### src/rtl/ifb_pkg.sv
package ifb_pkg;
  localparam int CMD_W = 4;
  localparam int ST_W  = 4;

  localparam logic [CMD_W-1:0] C_READ      = 4'd0;
  localparam logic [CMD_W-1:0] C_WRITE     = 4'd1;
  localparam logic [CMD_W-1:0] C_READEX    = 4'd2;
  localparam logic [CMD_W-1:0] C_UPGRADE   = 4'd3;
  localparam logic [CMD_W-1:0] C_INVAL     = 4'd4;
  localparam logic [CMD_W-1:0] C_WRINV     = 4'd5;
  localparam logic [CMD_W-1:0] C_WRITEBACK = 4'd6;
  localparam logic [CMD_W-1:0] C_SWPF      = 4'd7;
  localparam logic [CMD_W-1:0] C_HWPF      = 4'd8;

  // line state bit positions
  localparam int SB_VALID = 0;
  localparam int SB_WR    = 1;
  localparam int SB_DIRTY = 2;
  localparam int SB_HWPF  = 3;

  function automatic logic is_invalidating(input logic [CMD_W-1:0] c);
    return (c == C_READEX) || (c == C_UPGRADE) || (c == C_INVAL) || (c == C_WRINV);
  endfunction
endpackage

### src/rtl/ifb_fifo.sv
module ifb_fifo #(
  parameter int DEPTH = 50,
  parameter int W     = 36
) (
  input  logic                       clk,
  input  logic                       rst_n,
  input  logic                       push,
  input  logic                       pop,
  input  logic [W-1:0]               din,
  output logic [W-1:0]               dout,
  output logic                       not_empty,
  output logic [$clog2(DEPTH+1)-1:0] cnt_nxt,
  output logic                       drop
);
  localparam int PTR_W = (DEPTH > 1) ? $clog2(DEPTH) : 1;
  localparam int CNT_W = $clog2(DEPTH+1);
  localparam logic [PTR_W-1:0] LAST = PTR_W'(DEPTH-1);
  localparam logic [CNT_W-1:0] FULLC = CNT_W'(DEPTH);

  logic [W-1:0]     mem [DEPTH];
  logic [PTR_W-1:0] rd_q, rd_d, wr_q, wr_d;
  logic [CNT_W-1:0] cnt_q, cnt_d;
  logic             full, pop_ok, push_ok;

  function automatic logic [PTR_W-1:0] bump(input logic [PTR_W-1:0] p);
    return (p == LAST) ? '0 : p + 1'b1;
  endfunction

  always_comb begin
    full    = (cnt_q == FULLC);
    pop_ok  = pop && (cnt_q != '0);
    push_ok = push && (!full || pop_ok);
    drop    = push && !push_ok;
    rd_d    = pop_ok  ? bump(rd_q) : rd_q;
    wr_d    = push_ok ? bump(wr_q) : wr_q;
    cnt_d   = cnt_q;
    case ({push_ok, pop_ok})
      2'b10:   cnt_d = cnt_q + 1'b1;
      2'b01:   cnt_d = cnt_q - 1'b1;
      default: cnt_d = cnt_q;
    endcase
  end

  always_ff @(posedge clk or negedge rst_n) begin
    if (!rst_n) begin
      rd_q  <= '0;
      wr_q  <= '0;
      cnt_q <= '0;
    end else begin
      rd_q  <= rd_d;
      wr_q  <= wr_d;
      cnt_q <= cnt_d;
    end
  end

  always_ff @(posedge clk) begin
    if (push_ok) mem[wr_q] <= din;
  end

  assign dout      = mem[rd_q];
  assign not_empty = (cnt_q != '0);
  assign cnt_nxt   = cnt_d;


  cnt_bound_chk: assert property (@(posedge clk) disable iff (!rst_n)
    cnt_q <= FULLC);

  drop_full_chk: assert property (@(posedge clk) disable iff (!rst_n)
    drop |-> (cnt_q == FULLC));

  push_pop_chk: assert property (@(posedge clk) disable iff (!rst_n)
    (push_ok && pop_ok) |=> (cnt_q == $past(cnt_q)));
endmodule

### src/rtl/ifb_snoop_sel.sv
module ifb_snoop_sel
  import ifb_pkg::*;
(
  input  logic             snoop_valid,
  input  logic [CMD_W-1:0] snoop_cmd,
  input  logic             is_top_level,
  input  logic [ST_W-1:0]  line_state,
  output logic             alloc,
  output logic [ST_W-1:0]  next_state,
  output logic             supply
);
  always_comb begin
    alloc      = snoop_valid && !is_top_level && is_invalidating(snoop_cmd);
    next_state = line_state;
    supply     = 1'b0;
  end
endmodule

### src/rtl/ifb_miss_policy.sv
module ifb_miss_policy
  import ifb_pkg::*;
(
  input  logic [CMD_W-1:0] miss_cmd,
  input  logic [ST_W-1:0]  line_state,
  output logic [CMD_W-1:0] bus_cmd,
  output logic [ST_W-1:0]  fill_state,
  output logic             pf_warn
);
  logic is_hwpf;
  always_comb begin
    is_hwpf    = (miss_cmd == C_HWPF);
    bus_cmd    = (miss_cmd == C_WRITEBACK) ? C_WRITEBACK : C_READ;
    fill_state = '0;
    fill_state[SB_VALID] = 1'b1;
    fill_state[SB_WR]    = 1'b1;
    fill_state[SB_HWPF]  = is_hwpf;
    pf_warn    = is_hwpf && line_state[SB_VALID];
  end
endmodule

### src/rtl/inval_fwd_buf.sv
module inval_fwd_buf
  import ifb_pkg::*;
#(
  parameter int DEPTH  = 50,
  parameter int ADDR_W = 32,
  parameter int SIZE_W = 4
) (
  input  logic              clk,
  input  logic              rst_n,
  input  logic              is_top_level,
  input  logic              snoop_valid,
  input  logic [3:0]        snoop_cmd,
  input  logic [ADDR_W-1:0] snoop_addr,
  input  logic [SIZE_W-1:0] snoop_size,
  input  logic [3:0]        snoop_line_state,
  output logic [3:0]        snoop_next_state,
  output logic              snoop_supply,
  input  logic [3:0]        miss_cmd,
  input  logic [3:0]        miss_line_state,
  output logic [3:0]        miss_bus_cmd,
  output logic [3:0]        fill_state,
  output logic              pf_warn,
  output logic              fwd_valid,
  input  logic              fwd_ready,
  output logic [3:0]        fwd_cmd,
  output logic [ADDR_W-1:0] fwd_addr,
  output logic [SIZE_W-1:0] fwd_size,
  output logic              service_req,
  output logic              blocked,
  output logic              overflow_err
);
  localparam int ENT_W = ADDR_W + SIZE_W;
  localparam int CNT_W = $clog2(DEPTH+1);
  localparam logic [CNT_W-1:0] FULLC = CNT_W'(DEPTH);

  logic             alloc, drop, pop;
  logic [ENT_W-1:0] head;
  logic [CNT_W-1:0] cnt_nxt;
  logic             svc_d, svc_q, blk_d, blk_q, ovf_d, ovf_q;

  ifb_snoop_sel u_sel (
    .snoop_valid (snoop_valid),
    .snoop_cmd   (snoop_cmd),
    .is_top_level(is_top_level),
    .line_state  (snoop_line_state),
    .alloc       (alloc),
    .next_state  (snoop_next_state),
    .supply      (snoop_supply)
  );

  ifb_miss_policy u_pol (
    .miss_cmd  (miss_cmd),
    .line_state(miss_line_state),
    .bus_cmd   (miss_bus_cmd),
    .fill_state(fill_state),
    .pf_warn   (pf_warn)
  );

  assign pop = fwd_valid && fwd_ready;

  ifb_fifo #(.DEPTH(DEPTH), .W(ENT_W)) u_q (
    .clk      (clk),
    .rst_n    (rst_n),
    .push     (alloc),
    .pop      (pop),
    .din      ({snoop_addr, snoop_size}),
    .dout     (head),
    .not_empty(fwd_valid),
    .cnt_nxt  (cnt_nxt),
    .drop     (drop)
  );

  always_comb begin
    svc_d = (cnt_nxt != '0);
    blk_d = (cnt_nxt == FULLC);
    ovf_d = drop;
  end

  always_ff @(posedge clk or negedge rst_n) begin
    if (!rst_n) begin
      svc_q <= 1'b0;
      blk_q <= 1'b0;
      ovf_q <= 1'b0;
    end else begin
      svc_q <= svc_d;
      blk_q <= blk_d;
      ovf_q <= ovf_d;
    end
  end

  assign fwd_cmd      = C_INVAL;
  assign fwd_addr     = head[ENT_W-1:SIZE_W];
  assign fwd_size     = head[SIZE_W-1:0];
  assign service_req  = svc_q;
  assign blocked      = blk_q;
  assign overflow_err = ovf_q;


  svc_match_chk: assert property (@(posedge clk) disable iff (!rst_n)
    service_req == fwd_valid);

  blk_pending_chk: assert property (@(posedge clk) disable iff (!rst_n)
    blocked |-> fwd_valid);

  ovf_full_chk: assert property (@(posedge clk) disable iff (!rst_n)
    overflow_err |-> blocked);

  top_quiet_chk: assert property (@(posedge clk) disable iff (!rst_n)
    (is_top_level && !fwd_valid) |=> !fwd_valid);

  wb_pass_chk: assert property (@(posedge clk) disable iff (!rst_n)
    (miss_cmd == C_WRITEBACK) |-> (miss_bus_cmd == C_WRITEBACK));
endmodule

### config.mk
export PLATFORM = sky130hd
export DESIGN_NAME = inval_fwd_buf
export DESIGN_NICKNAME = d
export VERILOG_FILES = /design/src/rtl/ifb_pkg.sv /design/src/rtl/ifb_fifo.sv /design/src/rtl/ifb_snoop_sel.sv /design/src/rtl/ifb_miss_policy.sv /design/src/rtl/inval_fwd_buf.sv
export SDC_FILE = /design/constraint.sdc
export NUM_CORES = 2
export LEC_CHECK = 0
export BUFFER_PORTS_ARGS = -buffer_cell sky130_fd_sc_hd__buf_2
export CORE_ASPECT_RATIO = 1.4
export CORE_MARGIN = 5
export CORE_UTILIZATION = 59
export CTS_BUF_LIST = sky130_fd_sc_hd__clkbuf_8
export DETAILED_ROUTE_END_ITERATION = 10
export GPL_ROUTABILITY_DRIVEN = 0
export HOLD_SLACK_MARGIN = 0.1
export PLACE_DENSITY = 0.78
export SLEW_MARGIN = 30
export SYNTH_ARGS = -nofsm -noshare
export SYNTH_HDL_FRONTEND = slang
export SYNTH_HIERARCHICAL = 1
export SYNTH_SLANG_ARGS = --single-unit
export TNS_END_PERCENT = 50
### constraint.sdc
create_clock -name clk -period 3.6 [get_ports clk]
set_input_delay 0.36 -clock clk [delete_from_list [all_inputs] [get_ports clk]]
set_output_delay 0.36 -clock clk [all_outputs]
set_load 0.005 [all_outputs]
======== Word level (Yosys, flattened, before mapping) ========
Memory sizes are Yosys's and may differ from the RTL's.
Cells that the tools add are included.
cells by class
  mux-type cells .......................... 6
  equal/unequal tests ..................... 12
  reductions and logical operators ........ 16
  add/subtract/negate cells ............... 4
operators by type and width
  operator                                                                number
  6-bit equality test (second input constant)                             4
  6-bit by 1-bit adder with 6-bit output (second input constant)          3
  4-bit by 3-bit equality test with 1-bit output (second input constant)  3
  6-bit 2-to-1 mux                                                        2
  6-bit one-hot mux with 2 select lines                                   1
  6-bit nonzero test                                                      2
  4-bit by 2-bit equality test with 1-bit output (second input constant)  2
  1-bit logical AND                                                       7
  6-bit by 1-bit subtractor with 6-bit output (second input constant)     1
  4-bit equality test (second input constant)                             1
  1-bit logical OR                                                        4
  1-bit zero test                                                         3
  3-bit 2-to-1 mux                                                        1
  2-bit by 1-bit equality test with 1-bit output (second input constant)  1
  2-bit equality test (second input constant)                             1
  1-bit 2-to-1 mux                                                        2
word-level totals
  bits in registers ....................... 21
  memory bits (writable) .................. 1800
  output and inout bits ................... 58
  memories kept ........................... 1
  input bits .............................. 57
memory list
  memory   words  width  rd ports  clocked after memory_dff  write ports  RTL line        text
  u_q.mem  50     36     1         0                         1            ifb_fifo.sv:20  logic [W-1:0] mem [DEPTH];

======== Depth between registers and ports, before layout ========
  word-level depth ........................ 9
  gate-level depth with buffers ........... 17
  gate-level depth less buffers ........... 17

======== By module ========
Netlist, hierarchy kept.
modules (own cells, without submodules)
  module           cells each  sequential area each (um^2)  area an instance (um^2)  times used
  ifb_fifo         3153        54502.3                      70045.9                  1
  inval_fwd_buf    14          75.1                         146.4                    1
  ifb_miss_policy  12          0.0                          102.6                    1
  ifb_snoop_sel    8           0.0                          65.1                     1

======== Worst setup path before layout ========
Ideal clock, no wire load.
  path kind ............................... register to register
  from .................................... reg u_q.cnt_q[0]
  to ...................................... reg svc_q (netlist: service_req)
  setup time .............................. 0.124 ns
  stages on the path, launching flop included .. 17
  required time ........................... 3.476 ns
  slack ................................... -0.054 ns
  arrival ................................. 3.530 ns
  cell sequence ........................... dfrtp_1 -> or3_1 -> or4_1 -> and2_1 -> nand4b_1 -> nor2_1 -> nor2b_1 -> inv_1 -> ha_1 -> ha_1 -> a21o_1 -> a21oi_1 -> or4_1 -> nand3_1 -> xor2_1 -> nor3_1 -> nand2_1
between the ends
  cells in the longest elaborated chain, start to end .. 8
  elaborated cells on any way between the ends .. 13
  those cells by class .................... add/sub: 2; eq/ne: 3; mux: 1; reduce/logical: 7
ends and longest elaborated chain
  what                                                                                          RTL line             text
  start: declaration                                                                            ifb_fifo.sv:22       logic [CNT_W-1:0] cnt_q, cnt_d;
  start signal: assignment                                                                      ifb_fifo.sv:52       cnt_q <= cnt_d;
  6-bit nonzero test (*)                                                                        ifb_fifo.sv:61       assign not_empty = (cnt_q != '0);
  net fwd_valid                                                                                 inval_fwd_buf.sv:23  output logic fwd_valid,
  1-bit logical AND (*)                                                                         inval_fwd_buf.sv:59  assign pop = fwd_valid && fwd_ready;
  net pop                                                                                       inval_fwd_buf.sv:36  logic alloc, drop, pop;
  1-bit logical AND (*)                                                                         ifb_fifo.sv:31       pop_ok = pop && (cnt_q != '0);
  1-bit logical OR                                                                              ifb_fifo.sv:32       push_ok = push && (!full || pop_ok);
  1-bit logical AND                                                                             ifb_fifo.sv:32
  2-bit by 1-bit equality test with 1-bit output / 2-bit equality test (equally long branches)  ifb_fifo.sv:37       case ({push_ok, pop_ok})
  6-bit one-hot mux with 2 select lines (*)                                                     ifb_fifo.sv:37
  net cnt_nxt[5]                                                                                inval_fwd_buf.sv:38  logic [CNT_W-1:0] cnt_nxt;
  6-bit nonzero test (*)                                                                        inval_fwd_buf.sv:74  svc_d = (cnt_nxt != '0);
  net svc_d                                                                                     inval_fwd_buf.sv:39  logic svc_d, svc_q, blk_d, blk_q, ovf_d, ovf_q;
  end signal: assignment                                                                        inval_fwd_buf.sv:85  svc_q <= svc_d;
  end: declaration                                                                              inval_fwd_buf.sv:39
The timed path passes the listed nets; every way through them passes the cells marked *.
A chain may end at the register's enable or synchronous reset.

======== Worst setup path in the final report ========
  from .................................... reg u_q.rd_q[1]
  to ...................................... out fwd_addr[6]
between the ends
  cells in the longest elaborated chain, start to end .. 1
ends and longest elaborated chain
  what                      RTL line             text
  start: declaration        ifb_fifo.sv:21       logic [PTR_W-1:0] rd_q, rd_d, wr_q, wr_d;
  start signal: assignment  ifb_fifo.sv:50       rd_q <= rd_d;
  memory 50 x 36 bit        --
  end: declaration          inval_fwd_buf.sv:26  output logic [ADDR_W-1:0] fwd_addr,
No other way between the ends.

==> report_table.html <==
<table>
<tr><th>Metric</th><th>Value</th></tr>
<tr><th colspan="2">Logic synthesis</th></tr>
<tr><td>Warning count from the yosys run</td><td>6</td></tr>
<tr><td>Cells after synthesis</td><td>3187</td></tr>
<tr><td>Yosys reg bits</td><td>1821</td></tr>
<tr><td>Post-synthesis sequential area ratio</td><td>between 70% and 80%</td></tr>
<tr><td>Synth Cell Area</td><td>0.07036 mm²</td></tr>
<tr><td>Yosys top cell by area</td><td>sky130_fd_sc_hd__edfxtp_1</td></tr>
<tr><td>Flip-flop cell with the highest count after synthesis</td><td>sky130_fd_sc_hd__edfxtp_1</td></tr>
<tr><td>Cell types occupying the most area after synthesis</td><td>sky130_fd_sc_hd__edfxtp_1, sky130_fd_sc_hd__mux4_2, sky130_fd_sc_hd__mux2i_1, sky130_fd_sc_hd__mux2_2, sky130_fd_sc_hd__dfrtp_1</td></tr>
<tr><td>Number of different library cells in the post-synthesis netlist</td><td>67</td></tr>
<tr><td>Share of Yosys cell area claimed by the top area cell type</td><td>between 70% and 80%</td></tr>
<tr><td>Mean Syn Cell Area</td><td>22.08 µm²</td></tr>
<tr><td>Share of async-settable or async-resettable flops after synthesis</td><td>under 10%</td></tr>
<tr><td>Number of flops mapped to enable cells by yosys</td><td>1800</td></tr>
<tr><th colspan="2">STA</th></tr>
<tr><td>Setup repair after global routing missed its margin</td><td>true</td></tr>
<tr><td>Layout Skew</td><td>between 50 and 60 ps</td></tr>
<tr><td>Hold WS</td><td>496.0 ps</td></tr>
<tr><td>Max-slew violation total from the final report</td><td>0</td></tr>
<tr><td>Final Hold Violating Endpoints</td><td>0</td></tr>
<tr><td>Tightest Pin Transition</td><td>1076 ps</td></tr>
<tr><td>Final critical-path setup slack</td><td>-337.6 ps</td></tr>
<tr><td>Post-layout minimum cycle time</td><td>a little under 4000 ps</td></tr>
<tr><td>Maximum clock frequency</td><td>254.0 MHz</td></tr>
<tr><td>Part of the cycle the worst path needs</td><td>109.4%</td></tr>
<tr><td>Final setup violating endpoints</td><td>37</td></tr>
<tr><td>Relative slew slack</td><td>28.09%</td></tr>
<tr><th colspan="2">Detailed routing</th></tr>
<tr><td>Length of the first detailed-routing pass in iterations</td><td>6</td></tr>
<tr><td>Avg WL per Cell</td><td>37.37 µm</td></tr>
<tr><td>Final ANT Viol Nets</td><td>0</td></tr>
<tr><td>Final routed DRC violation total</td><td>0</td></tr>
<tr><td>Total detailed-routing wirelength</td><td>206200 µm</td></tr>
<tr><td>Total number of vias</td><td>38370</td></tr>
<tr><td>Count of routing violations after the opening detailed-route iteration</td><td>5455</td></tr>
<tr><td>Detail Route met3 WL</td><td>24360 µm</td></tr>
<tr><td>Via/cell ratio</td><td>a little under 7</td></tr>
<tr><td>Total routed wire length on the met1 layer</td><td>63810 µm</td></tr>
<tr><td>DR top layer</td><td>met5</td></tr>
<tr><td>Total length of routed met2 wires</td><td>102000 µm</td></tr>
<tr><th colspan="2">CTS</th></tr>
<tr><td>Worst-case clock buffer depth</td><td>3</td></tr>
<tr><td>Clock tree root buffer cell</td><td>sky130_fd_sc_hd__clkbuf_8</td></tr>
<tr><td>H-Tree Depth</td><td>4</td></tr>
<tr><td>CTS tree</td><td>done</td></tr>
<tr><td>Number of clock sinks seen by CTS</td><td>1821</td></tr>
<tr><td>Number of buffers added by the clock tree synthesis step</td><td>240</td></tr>
<tr><td>Clock input transition at the sequential cells of the worst setup and hold paths</td><td>60 ps</td></tr>
<tr><td>Clock latency reported for the late side of the worst-skew pair</td><td>roughly 970 ps</td></tr>
<tr><th colspan="2">Cells and area</th></tr>
<tr><td>Final core occ</td><td>70.08%</td></tr>
<tr><td>Proportion of layout cells with a drive suffix above 1</td><td>36.77%</td></tr>
<tr><td>Number of nets in the finished design</td><td>3782</td></tr>
<tr><td>Growth of design area from synthesis to finish</td><td>18.51%</td></tr>
<tr><th colspan="2">GRT</th></tr>
<tr><td>Number of antenna violations at the first check in global routing</td><td>19</td></tr>
<tr><td>Wire length of the first global-routing pass</td><td>280600 µm</td></tr>
<tr><td>Total GRT Usage</td><td>31.74%</td></tr>
<tr><td>Vias in the first global route</td><td>39010</td></tr>
<tr><td>Gr ovfl total</td><td>0</td></tr>
<tr><td>Pin count of the biggest net entering global routing</td><td>a little over 50</td></tr>
<tr><th colspan="2">Placed design</th></tr>
<tr><td>Worst slack at placement</td><td>-199.4 ps</td></tr>
<tr><td>Detailed-placement wirelength estimate</td><td>about 110000 µm</td></tr>
<tr><td>Number of input and output port buffers inserted</td><td>92</td></tr>
<tr><th colspan="2">Critical path</th></tr>
<tr><td>Kind of end point of the critical path</td><td>output port</td></tr>
<tr><td>Crit path cell chain</td><td>buf_6, buf_16, buf_12, mux4_2, mux2_2, a221oi_1, nor3_2, buf_2</td></tr>
<tr><td>Critical-path maximum fanout</td><td>17</td></tr>
<tr><td>Startpoint type of the worst setup path</td><td>flip-flop</td></tr>
<tr><td>CP max stage cell</td><td>sky130_fd_sc_hd__dfrtp_4</td></tr>
<tr><td>Max incr delay on CP</td><td>630 ps</td></tr>
<tr><td>Worst path required time</td><td>about 3200 ps</td></tr>
<tr><td>Arrival time worst endpoint</td><td>3580 ps</td></tr>
<tr><td>Worst setup path category</td><td>reg -&gt; out</td></tr>
<tr><th colspan="2">Floorplan</th></tr>
<tr><td>Row count</td><td>150</td></tr>
<tr><td>Area of the die</td><td>0.1264 mm²</td></tr>
<tr><td>Initial core utilization</td><td>59.13%</td></tr>
<tr><td>Die boundary height</td><td>418.6 µm</td></tr>
<tr><td>Die width</td><td>301.9 µm</td></tr>
<tr><td>Standard cell core area</td><td>0.1190 mm²</td></tr>
<tr><td>Ports placed on the boundary</td><td>115</td></tr>
<tr><th colspan="2">Run status</th></tr>
<tr><td>Status</td><td>complete, but fails checks</td></tr>
<tr><td>Failing checks</td><td>setup timing</td></tr>
<tr><th colspan="2">Pwr</th></tr>
<tr><td>Pwr per Cell Area</td><td>roughly 730 mW/mm²</td></tr>
<tr><td>Switching part of the total power</td><td>32.75%</td></tr>
<tr><td>Maximum ir drop on the vdd rail</td><td>0.6617 mV</td></tr>
<tr><td>Combinational Power Share</td><td>37.3%</td></tr>
<tr><td>Leakage</td><td>26.83 nW</td></tr>
<tr><td>Clock power share</td><td>a little under a quarter</td></tr>
<tr><td>Sequential fraction of design power</td><td>39.0%</td></tr>
<tr><td>Cell Int Power</td><td>between 0.04 and 0.05 W</td></tr>
<tr><td>Design Power</td><td>0.06087 W</td></tr>
<tr><td>Psw</td><td>0.01994 W</td></tr>
<tr><th colspan="2">Run</th></tr>
<tr><td>Max capacitance violation total</td><td>0</td></tr>
<tr><th colspan="2">Worst hold path</th></tr>
<tr><td>Worst min-delay path category</td><td>in -&gt; reg</td></tr>
</table>
## metal layers
| metal | vias to the layer above | global-route usage [%] |
|---|---|---|
| met1 | 19610 | 38.69 |
| li1 | 14560 | - |
| met4 | 14 | 19.04 |
| met5 | - | 0 |
| met2 | 3298 | 52.28 |
| met3 | 878 | 7.290 |
## critical path, delay by kind of cell, from the launching register on
| family | cells | cell delay, ps |
|---|---|---|
| AO/OA/AOI/OAI | 1 | 460 |
| buffers and inverters | 4 | 720 |
| flip-flops | 1 | 630 |
| multiplexers | 2 | 650 |
| AND/OR/NAND/NOR | 1 | 150 |
## power by group through the flow
stage               combinational [W]  clock [W]  sequential (W)
floorplan                      0.0107          0          0.0240
global placement               0.0161          0          0.0242
detailed placement             0.0165          0          0.0242
CTS                            0.0202     0.0143          0.0237
global route                   0.0234     0.0156          0.0237
finish                         0.0227     0.0144          0.0237
## state kept, by name, summed over array words and instances, names as in the netlist
| register | cells |
|---|---|
| u_q/rd_q | 6 |
| blocked | 1 |
| u_q/cnt_q | 6 |
| service_req | 1 |
| overflow_err | 1 |
| u_q/mem | 1800 |
| u_q/wr_q | 6 |
## metrics by stage
step	instance area (µm²)	TNS, ps	cells
after global routing	83370	-9905	5511
after floorplan	70380	0	3192
final	83380	-7052	5518
after detailed placement	74860	-409.3	4907
after CTS	81870	-9135	5446
after global placement	74430	0	4891
## cells in the mapped netlist (3+ instances only)
library cell and instances:
sky130_fd_sc_hd__a2111oi_0 3, sky130_fd_sc_hd__a2111oi_1 41, sky130_fd_sc_hd__a21o_1 3, sky130_fd_sc_hd__a21oi_1 6, sky130_fd_sc_hd__a221oi_1 20, sky130_fd_sc_hd__a22oi_1 34
sky130_fd_sc_hd__and2_1 5, sky130_fd_sc_hd__buf_1 7, sky130_fd_sc_hd__buf_2 63, sky130_fd_sc_hd__buf_4 36, sky130_fd_sc_hd__buf_6 25, sky130_fd_sc_hd__clkbuf_1 62
sky130_fd_sc_hd__conb_1 5, sky130_fd_sc_hd__dfrtp_1 21, sky130_fd_sc_hd__edfxtp_1 1800, sky130_fd_sc_hd__ha_1 9, sky130_fd_sc_hd__inv_1 8, sky130_fd_sc_hd__mux2_2 67
sky130_fd_sc_hd__mux2i_1 248, sky130_fd_sc_hd__mux4_2 366, sky130_fd_sc_hd__nand2_1 23, sky130_fd_sc_hd__nand3_1 6, sky130_fd_sc_hd__nand3b_1 3, sky130_fd_sc_hd__nand4_1 3
sky130_fd_sc_hd__nand4b_1 3, sky130_fd_sc_hd__nor2_1 108, sky130_fd_sc_hd__nor2b_1 8, sky130_fd_sc_hd__nor3_1 39, sky130_fd_sc_hd__o21ai_0 17, sky130_fd_sc_hd__o21ai_1 28
sky130_fd_sc_hd__o221ai_1 20, sky130_fd_sc_hd__o22ai_1 33, sky130_fd_sc_hd__o2bb2ai_1 12, sky130_fd_sc_hd__or3_1 5, sky130_fd_sc_hd__xnor2_1 5, sky130_fd_sc_hd__xor2_1 3
## worst paths after layout
path | start | end | slack [ps] | cells after the start
max | u_q/rd_q[1] | fwd_addr[6] | -340 | 8
min | snoop_cmd[3] | overflow_err | 500 | 5
max reg2reg | u_q/cnt_q[3] | blocked | 0 | 16
min reg2reg | u_q/cnt_q[5] | u_q/cnt_q[5] | 670 | 1
max in group asynchronous | rst_n | u_q/rd_q[1] | 2620 | 4
min in group asynchronous | rst_n | u_q/wr_q[0] | 560 | 4
## final cells by class
cell class / count / area, µm²
flip-flops and latches: 1821 / 54590
fillers: 6533 / 35610
multi-input cells: 1169 / 16770
repair buffers: 474 / 5595
clock buffers: 240 / 3303
well taps: 1596 / 1997
clock inverters: 200 / 1066
inverters: 9 / 33.78
diodes: 9 / 22.52
## layout by cell type (no fill, tap or decap), types with 41 or more instances in the layout
| master | n |
|---|---|
| sky130_fd_sc_hd__mux4_2 | 366 |
| sky130_fd_sc_hd__clkinv_1 | 79 |
| sky130_fd_sc_hd__dlygate4sd3_1 | 41 |
| sky130_fd_sc_hd__inv_1 | 68 |
| sky130_fd_sc_hd__buf_16 | 44 |
| sky130_fd_sc_hd__clkbuf_8 | 240 |
| sky130_fd_sc_hd__buf_12 | 62 |
| sky130_fd_sc_hd__nor2_1 | 49 |
| sky130_fd_sc_hd__nor2_4 | 50 |
| sky130_fd_sc_hd__mux2i_1 | 225 |
| sky130_fd_sc_hd__buf_4 | 179 |
| sky130_fd_sc_hd__mux2_2 | 64 |
| sky130_fd_sc_hd__buf_2 | 92 |
| sky130_fd_sc_hd__edfxtp_1 | 1800 |
## logic make-up (layout without fill, tap and decap cells)
kind of cell	Yosys count	in the layout	synth area share, %
flops	1821	1821	77.57
other cells	5	19	0.02668
buf+inv	202	923	1.648
xor+xnor	8	8	0.09959
compound gates	232	232	2.507
mux	684	684	16.41
fa+ha+maj	10	10	0.1885
simple gates	225	225	1.554
## timing repair
action | CTS | global route
endpoints found under the setup margin | 39 | 55
pin swaps | 35 | 44
endpoints found under the hold margin | 1834 | 21
gates resized for setup | 242 | 154
cloned | 19 | 5
buffers inserted | 39 | 59
hold buffers | 41 | 1
Power figures use the tool's default switching activity.
